[src/rtl/defer_issue_pkg.sv]
package defer_issue_pkg;

  // Per-cycle decisions handed from the control to the datapath.
  typedef struct packed {
    logic popHead;   // issue oldest buffered entry
    logic passHigh;  // issue decode instruction on the high path
    logic moveA;     // issue copy of source A into slot copy register
    logic moveB;     // issue copy of source B into slot copy register
    logic push;      // write decode instruction into the buffer
  } strobe_t;

endpackage

[src/rtl/defer_issue_dp.sv]
module defer_issue_dp
  import defer_issue_pkg::*;
#(
  parameter int DEPTH     = 100,
  parameter int ARCH_REGS = 16,
  parameter int IDX_W     = 9
) (
  input  logic                         clk,
  input  logic                         rstN,
  input  strobe_t                      strb,
  input  logic [$clog2(ARCH_REGS)-1:0] decDst,
  input  logic [$clog2(ARCH_REGS)-1:0] decSrcA,
  input  logic [$clog2(ARCH_REGS)-1:0] decSrcB,
  input  logic                         missValid,
  input  logic [$clog2(ARCH_REGS)-1:0] missReg,
  output logic                         bufEmpty,
  output logic                         bufFull,
  output logic                         headBlocked,
  output logic                         mapHitA,
  output logic                         mapHitB,
  output logic                         sameSrc,
  output logic                         issValid,
  output logic                         issHigh,
  output logic                         issMove,
  output logic                         issDstRen,
  output logic [IDX_W-1:0]             issDst,
  output logic                         issSrcARen,
  output logic [IDX_W-1:0]             issSrcA,
  output logic                         issSrcBRen,
  output logic [IDX_W-1:0]             issSrcB
);

  localparam int AW = $clog2(ARCH_REGS);
  localparam int SW = $clog2(DEPTH);
  localparam int CW = $clog2(DEPTH + 1);

  typedef struct packed {
    logic [IDX_W-1:0] aIdx;
    logic [IDX_W-1:0] bIdx;
    logic [AW-1:0]    archA;
    logic [AW-1:0]    archB;
    logic [AW-1:0]    archDst;
  } entry_t;

  entry_t        slots [DEPTH];
  entry_t        headEnt;
  entry_t        newEnt;
  logic [SW-1:0] headPtr;
  logic [SW-1:0] tailPtr;
  logic [CW-1:0] fill;
  logic          mapValid [ARCH_REGS];
  logic [SW-1:0] mapTag   [ARCH_REGS];

  function automatic logic [IDX_W-1:0] renIdx(input logic [SW-1:0] s, input logic [1:0] k);
    return IDX_W'(3 * int'(s)) + IDX_W'(k);
  endfunction

  function automatic logic [SW-1:0] nextPtr(input logic [SW-1:0] p);
    return (p == SW'(DEPTH - 1)) ? '0 : p + 1'b1;
  endfunction

  assign headEnt     = slots[headPtr];
  assign bufEmpty    = (fill == '0);
  assign bufFull     = (fill == CW'(DEPTH));
  assign mapHitA     = mapValid[decSrcA];
  assign mapHitB     = mapValid[decSrcB];
  assign sameSrc     = (decSrcA == decSrcB);
  assign headBlocked = missValid &&
                       (headEnt.archA == missReg || headEnt.archB == missReg);

  // Renamed form of the decode instruction, written on push.
  always_comb begin
    newEnt.archA   = decSrcA;
    newEnt.archB   = decSrcB;
    newEnt.archDst = decDst;
    newEnt.aIdx    = mapHitA ? renIdx(mapTag[decSrcA], 2'd0) : renIdx(tailPtr, 2'd1);
    if (mapHitB)      newEnt.bIdx = renIdx(mapTag[decSrcB], 2'd0);
    else if (sameSrc) newEnt.bIdx = renIdx(tailPtr, 2'd1);
    else              newEnt.bIdx = renIdx(tailPtr, 2'd2);
  end

  // Issue port selection.
  always_comb begin
    issValid   = 1'b0;
    issHigh    = 1'b0;
    issMove    = 1'b0;
    issDstRen  = 1'b0;
    issDst     = '0;
    issSrcARen = 1'b0;
    issSrcA    = '0;
    issSrcBRen = 1'b0;
    issSrcB    = '0;
    if (strb.popHead) begin
      issValid   = 1'b1;
      issDstRen  = 1'b1;
      issDst     = renIdx(headPtr, 2'd0);
      issSrcARen = 1'b1;
      issSrcA    = headEnt.aIdx;
      issSrcBRen = 1'b1;
      issSrcB    = headEnt.bIdx;
    end else if (strb.moveA || strb.moveB) begin
      issValid  = 1'b1;
      issHigh   = 1'b1;
      issMove   = 1'b1;
      issDstRen = 1'b1;
      issDst    = renIdx(tailPtr, strb.moveA ? 2'd1 : 2'd2);
      issSrcA   = IDX_W'(strb.moveA ? decSrcA : decSrcB);
    end else if (strb.passHigh) begin
      issValid = 1'b1;
      issHigh  = 1'b1;
      issDst   = IDX_W'(decDst);
      issSrcA  = IDX_W'(decSrcA);
      issSrcB  = IDX_W'(decSrcB);
    end
  end

  // Pointers, occupancy and rename table.
  always_ff @(posedge clk) begin
    if (!rstN) begin
      headPtr <= '0;
      tailPtr <= '0;
      fill    <= '0;
      for (int r = 0; r < ARCH_REGS; r++) begin
        mapValid[r] <= 1'b0;
        mapTag[r]   <= '0;
      end
    end else begin
      fill <= fill + CW'(strb.push) - CW'(strb.popHead);
      if (strb.popHead) begin
        headPtr <= nextPtr(headPtr);
        if (mapValid[headEnt.archDst] && mapTag[headEnt.archDst] == headPtr)
          mapValid[headEnt.archDst] <= 1'b0;
      end
      if (strb.passHigh) mapValid[decDst] <= 1'b0;
      if (strb.push) begin
        tailPtr         <= nextPtr(tailPtr);
        mapValid[decDst] <= 1'b1;
        mapTag[decDst]   <= tailPtr;
      end
    end
  end

  always_ff @(posedge clk) begin
    if (strb.push) slots[tailPtr] <= newEnt;
  end

endmodule

[src/rtl/defer_issue_ctrl.sv]
module defer_issue_ctrl
  import defer_issue_pkg::*;
(
  input  logic    clk,
  input  logic    rstN,
  input  logic    decValid,
  input  logic    decPrio,
  input  logic    missValid,
  input  logic    flushReq,
  input  logic    bufEmpty,
  input  logic    bufFull,
  input  logic    headBlocked,
  input  logic    mapHitA,
  input  logic    mapHitB,
  input  logic    sameSrc,
  output strobe_t strb,
  output logic    decTaken,
  output logic    flushDone
);

  logic flushing;
  logic movedA;
  logic movedB;
  logic flushAct;
  logic needA;
  logic needB;
  logic headGo;

  assign flushAct = flushing || flushReq;
  assign needA    = !mapHitA && !movedA;
  assign needB    = !mapHitB && !sameSrc && !movedB;
  assign headGo   = !bufEmpty && !headBlocked &&
                    (flushAct || missValid || (bufFull && decValid));

  always_comb begin
    strb         = '0;
    strb.popHead = headGo;
    if (!flushAct && decValid) begin
      if (decPrio) begin
        strb.passHigh = !headGo && !missValid;
      end else if (!bufFull) begin
        if (needA || needB) begin
          if (!headGo && !missValid) begin
            strb.moveA = needA;
            strb.moveB = !needA;
          end
        end else begin
          strb.push = 1'b1;
        end
      end
    end
  end

  assign decTaken  = strb.passHigh || strb.push;
  assign flushDone = flushAct && bufEmpty;

  always_ff @(posedge clk) begin
    if (!rstN) begin
      flushing <= 1'b0;
      movedA   <= 1'b0;
      movedB   <= 1'b0;
    end else begin
      flushing <= flushAct && !bufEmpty;
      movedA   <= strb.push ? 1'b0 : (movedA || strb.moveA);
      movedB   <= strb.push ? 1'b0 : (movedB || strb.moveB);
    end
  end

endmodule

[src/rtl/prio_defer_issue.sv]
module prio_defer_issue
  import defer_issue_pkg::*;
#(
  parameter  int DEPTH     = 100,
  parameter  int ARCH_REGS = 16,
  localparam int AW        = $clog2(ARCH_REGS),
  localparam int IDX_W     = ($clog2(3 * DEPTH) > AW) ? $clog2(3 * DEPTH) : AW
) (
  input  logic             clk,
  input  logic             rstN,
  input  logic             decValid,
  input  logic             decPrio,
  input  logic [AW-1:0]    decDst,
  input  logic [AW-1:0]    decSrcA,
  input  logic [AW-1:0]    decSrcB,
  input  logic             missValid,
  input  logic [AW-1:0]    missReg,
  input  logic             flushReq,
  output logic             decTaken,
  output logic             issValid,
  output logic             issHigh,
  output logic             issMove,
  output logic             issDstRen,
  output logic [IDX_W-1:0] issDst,
  output logic             issSrcARen,
  output logic [IDX_W-1:0] issSrcA,
  output logic             issSrcBRen,
  output logic [IDX_W-1:0] issSrcB,
  output logic             flushDone
);

  strobe_t strb;
  logic    bufEmpty;
  logic    bufFull;
  logic    headBlocked;
  logic    mapHitA;
  logic    mapHitB;
  logic    sameSrc;

  defer_issue_ctrl u_ctrl (
    .clk         (clk),
    .rstN        (rstN),
    .decValid    (decValid),
    .decPrio     (decPrio),
    .missValid   (missValid),
    .flushReq    (flushReq),
    .bufEmpty    (bufEmpty),
    .bufFull     (bufFull),
    .headBlocked (headBlocked),
    .mapHitA     (mapHitA),
    .mapHitB     (mapHitB),
    .sameSrc     (sameSrc),
    .strb        (strb),
    .decTaken    (decTaken),
    .flushDone   (flushDone)
  );

  defer_issue_dp #(
    .DEPTH     (DEPTH),
    .ARCH_REGS (ARCH_REGS),
    .IDX_W     (IDX_W)
  ) u_dp (
    .clk         (clk),
    .rstN        (rstN),
    .strb        (strb),
    .decDst      (decDst),
    .decSrcA     (decSrcA),
    .decSrcB     (decSrcB),
    .missValid   (missValid),
    .missReg     (missReg),
    .bufEmpty    (bufEmpty),
    .bufFull     (bufFull),
    .headBlocked (headBlocked),
    .mapHitA     (mapHitA),
    .mapHitB     (mapHitB),
    .sameSrc     (sameSrc),
    .issValid    (issValid),
    .issHigh     (issHigh),
    .issMove     (issMove),
    .issDstRen   (issDstRen),
    .issDst      (issDst),
    .issSrcARen  (issSrcARen),
    .issSrcA     (issSrcA),
    .issSrcBRen  (issSrcBRen),
    .issSrcB     (issSrcB)
  );

endmodule

[config.mk]
export PLATFORM = sky130hd
export DESIGN_NAME = prio_defer_issue
export DESIGN_NICKNAME = d
export VERILOG_FILES = /design/src/rtl/defer_issue_pkg.sv /design/src/rtl/defer_issue_dp.sv /design/src/rtl/defer_issue_ctrl.sv /design/src/rtl/prio_defer_issue.sv
export SDC_FILE = /design/constraint.sdc
export NUM_CORES = 2
export LEC_CHECK = 0
export ABC_AREA = 1
export BUFFER_PORTS_ARGS = -buffer_cell sky130_fd_sc_hd__buf_2
export CAP_MARGIN = 30
export CORE_MARGIN = 4
export CORE_UTILIZATION = 45
export CTS_CLUSTER_SIZE = 28
export DETAILED_ROUTE_END_ITERATION = 16
export SLEW_MARGIN = 15
export SYNTH_ARGS = -nofsm -noshare
export SYNTH_HDL_FRONTEND = slang
export SYNTH_SLANG_ARGS = --single-unit
[constraint.sdc]
create_clock -name clk -period 11.4 [get_ports clk]
set_input_delay 0.57 -clock clk [delete_from_list [all_inputs] [get_ports clk]]
set_output_delay 0.57 -clock clk [all_outputs]
set_load 0.02 [all_outputs]
==> flow_metrics.py <==
metrics = {
    "global_route": {
        "grt_overflow": 0,
        "antenna_found_initial": 31,
        "grt_pass1_wl_mm": 607,
        "grt_use_total_pct": 27.3,
        "grt_max_degree": 209,
        "grt_pass1_vias": 86000,
    },
    "yosys": {
        "synth_top_family_by_area": "simple AND/OR/NAND/NOR gates",
        "synth_largest_area_cell": "edfxtp_1",
        "synthCells": 10900,
        "ys_seq_elements": 3159,
        "synth_top_flop_cell": "edfxtp_1",
        "synth_enable_flop_cells": 3112,
        "ys_types": 52,
        "synth.top_cell.area_share_pct": 71.3,
        "synth-compound-area-share_pct": 10.1,
        "async_reset_ff_share_pct": 0,
        "synth_xor_xnor_area_share_pct": 0.234,
        "yosys-top-cells-area": "edfxtp_1 (71%), nand2_1 (6.2%), o21ai_0 (3.8%)",
        "netlist_area_mm2": 0.131,
        "synth_area_per_cell_um2": 12.0,
        "synthSimpleGateAreaFrac_pct": 13.7,
        "synth_mux_area_share_pct": 0,
        "ys_seq_area_share_pct": 72.0,
        "yosys_warnings": 0,
        "synth_fa_ha_area_share_pct": 0.645,
        "synth_nets": 11000,
    },
    "layout": {
        "area.sequential_mm2": 0.0944,
        "drive_above_1_share_pct": 8.40,
        "nets": 10900,
        "area_growth_pct": 12.2,
        "final_cells": 15000,
        "multiInputGateArea_mm2": 0.0334,
        "n_fill_cell": 24900,
        "fin_area_mm2": 0.147,
    },
    "setup_path": {
        "cp.required_ps": 10830,
        "critPathArrivalTime_ps": 7330,
        "cp-start-kind": "register",
        "crit_path_max_fanout": 163,
        "max_stage_delay_ps": 760,
        "endpoint_kind": "primary output",
        "critPathSlowestCell": "a311oi_1",
        "path_cells": "buf_4 > buf_12 > buf_4 > nand2_1 > nand3_1 > nand3_1 > a21oi_1 > o21ai_1 > nand2_1 > nand2_1 > nand2_1 > nand3_1 > nand2_1 > nor2_1 > nand2_1 > nand2_1 > nand2_1 > nand2_1 > buf_4 > a311oi_1 > buf_2",
        "crit_top_cell": "nand2_1",
        "critPathKind": "register to primary output",
    },
    "sta": {
        "fin_worst_skew_ps": 47.1,
        "fin_crit_ps": 7900,
        "relSlewSlack_pct": 11.6,
        "slew_violations": 0,
        "finalSetupTns_ps": 0,
        "fin_hold_ws_ps": 75.4,
        "setup_viol": 0,
        "worst_pin_slew_ps": 1330,
        "timing.final.crit_share_pct": 69.3,
        "rsz0062_at_grt": "no",
        "max_freq_mhz": 127,
        "hold_viol": 0,
    },
    "power": {
        "power_per_cell_area_mw_per_mm2": 223,
        "power.leakage_nw": 49.8,
        "ir_drop_mv": 0.184,
    },
    "placement": {
        "place_hpwl_mm": 233,
        "gp_congestion": 0.889,
        "portBuffers": 56,
        "dp.cells": 14400,
        "dpl_cell_area_mm2": 0.137,
    },
    "floorplanning": {
        "die_area_mm2": 0.300,
        "die_x_um": 548,
        "io_pins": 57,
        "die_h_um": 548,
        "initial_utilization_pct": 45.4,
        "row_count": 197,
        "core_mm2": 0.289,
    },
    "drt": {
        "totalWireLength_mm": 424,
        "drt_iter0_markers": 12800,
        "vias_per_cell": 6.10,
        "wire_per_inst_um": 28.3,
        "route.vias.total": 91400,
        "ant_nets": 0,
        "drc": 0,
        "drtPass1Iterations": 6,
    },
    "status": {
        "outcome": "complete, no violations",
    },
    "worst_hold_path": {
        "hold_class": "input pin to register",
    },
    "clock_network": {
        "cts_setup_buffers": 0,
        "cts_resized": 0,
        "clk_latency_ps": 890,
        "root_buffer": "clkbuf_16",
        "htreeDepth": 5,
        "cts_buffer_depth": 4,
        "cts_sinks": 3159,
        "holdBufCountCts": 0,
        "cts_buffers": 329,
        "path_clk_slew_ps": 60,
        "cts_tree": "built",
    },
    "job": {
        "maxCapViolations": 0,
    },
}
-- report_power, final --
part / internal, mW / leakage, nW / switching, mW
Sequential: 13.1 / 28.8 / 0.0915
Combinational: 2.42 / 16.0 / 6.73
Clock: 6.00 / 5.01 / 4.46
-- area by class of cell --
cell class | count | area share (%)
antenna | 10 | 0.0170
clock buffer | 409 | 5.97
clock inverter | 175 | 1.05
inverter | 245 | 0.652
multi-input combinational | 6776 | 22.7
sequential | 3159 | 64.2
tap | 3880 | 3.30
timing repair buffer | 330 | 2.11
-- cell families (layout without fill, tap and decap cells) --
group / Yosys count / in the layout
compound gates: 2271 / 2271
xor+xnor: 35 / 35
fa+ha+maj: 64 / 64
buf+inv: 999 / 1159
flops: 3159 / 3159
other cells: 0 / 10
simple gates: 4406 / 4406
-- sequential cells by signal, summed over array words and instances, names as in the netlist, named ones only --
| register | count |
|---|---|
| u_dp.slots | 3000 |
| u_dp.mapTag | 112 |
| u_dp.mapValid | 16 |
| u_dp.fill | 7 |
| u_dp.headPtr | 7 |
| u_dp.tailPtr | 7 |
| u_ctrl.flushing | 1 |
| u_ctrl.movedA | 1 |
| u_ctrl.movedB | 1 |
-- per-layer routing --
| layer | GRT usage (%) | part of all wire (%) | routed length [um] |
|---|---|---|---|
| met1 | 38.4 | 40 | 168000 |
| met2 | 41.7 | 45 | 190000 |
| met3 | 5.44 | 11 | 45800 |
| met4 | 11.4 | 4.7 | 19700 |
| met5 | 0 | 0.022 | 92 |
-- through the flow --
stage	utilization [%]	total power [mW]	setup slack [ps]
detailed placement	47.3	22.4	4240
global placement	47.1	22.3	4220
floorplan	-	19.3	3270
finish	50.9	32.8	3500
CTS	50.9	32.7	3670
global route	50.9	34.1	3320
-- critical path, delay by kind of cell (launching register included) --
kind                   cells  cell delay, ps
and+or+nand+nor           13            1570
AOI/OAI and AO/OA          3            1340
DFF                        1             730
buffers and inverters      5            2380
-- cell usage in the layout (no fill, tap or decap), types with 97 or more instances in the layout --
| master | instances |
|---|---|
| buf_4 | 229 |
| o21ai_0 | 983 |
| a21oi_1 | 483 |
| nor2_4 | 104 |
| o22ai_1 | 275 |
| nand2_1 | 2162 |
| o221ai_1 | 97 |
| clkinv_1 | 99 |
| nor2_1 | 1086 |
| inv_1 | 220 |
| clkbuf_16 | 340 |
| nand3_1 | 990 |
| edfxtp_1 | 3112 |
-- Yosys cell counts, drive strengths merged (7+ instances only) --
library cell  instances
a211oi               19
a21oi               484
a221o                10
a221oi               92
a22oi                 7
a311oi               19
a32o                 68
buf                 384
clkbuf              370
clkinv               17
dfxtp                47
edfxtp             3112
ha                   58
inv                 228
nand2              2173
nand3               996
nor2               1193
nor3                 23
o211ai               75
o21ai              1084
o221ai               97
o22ai               275
o311ai               13
o32ai                 8
xnor2                 7
xor2                 28
-- final timing paths --
path         cells after the start          start         endpoint  slack (ps)
max                             21       register       issSrcB[7]        3500
min                              3       flushReq  u_ctrl.flushing          80
max reg2reg                     29       register     u_dp.fill[6]        4080
min reg2reg                      2  u_ctrl.movedB    u_ctrl.movedB         460
Power figures use the tool's default switching activity.
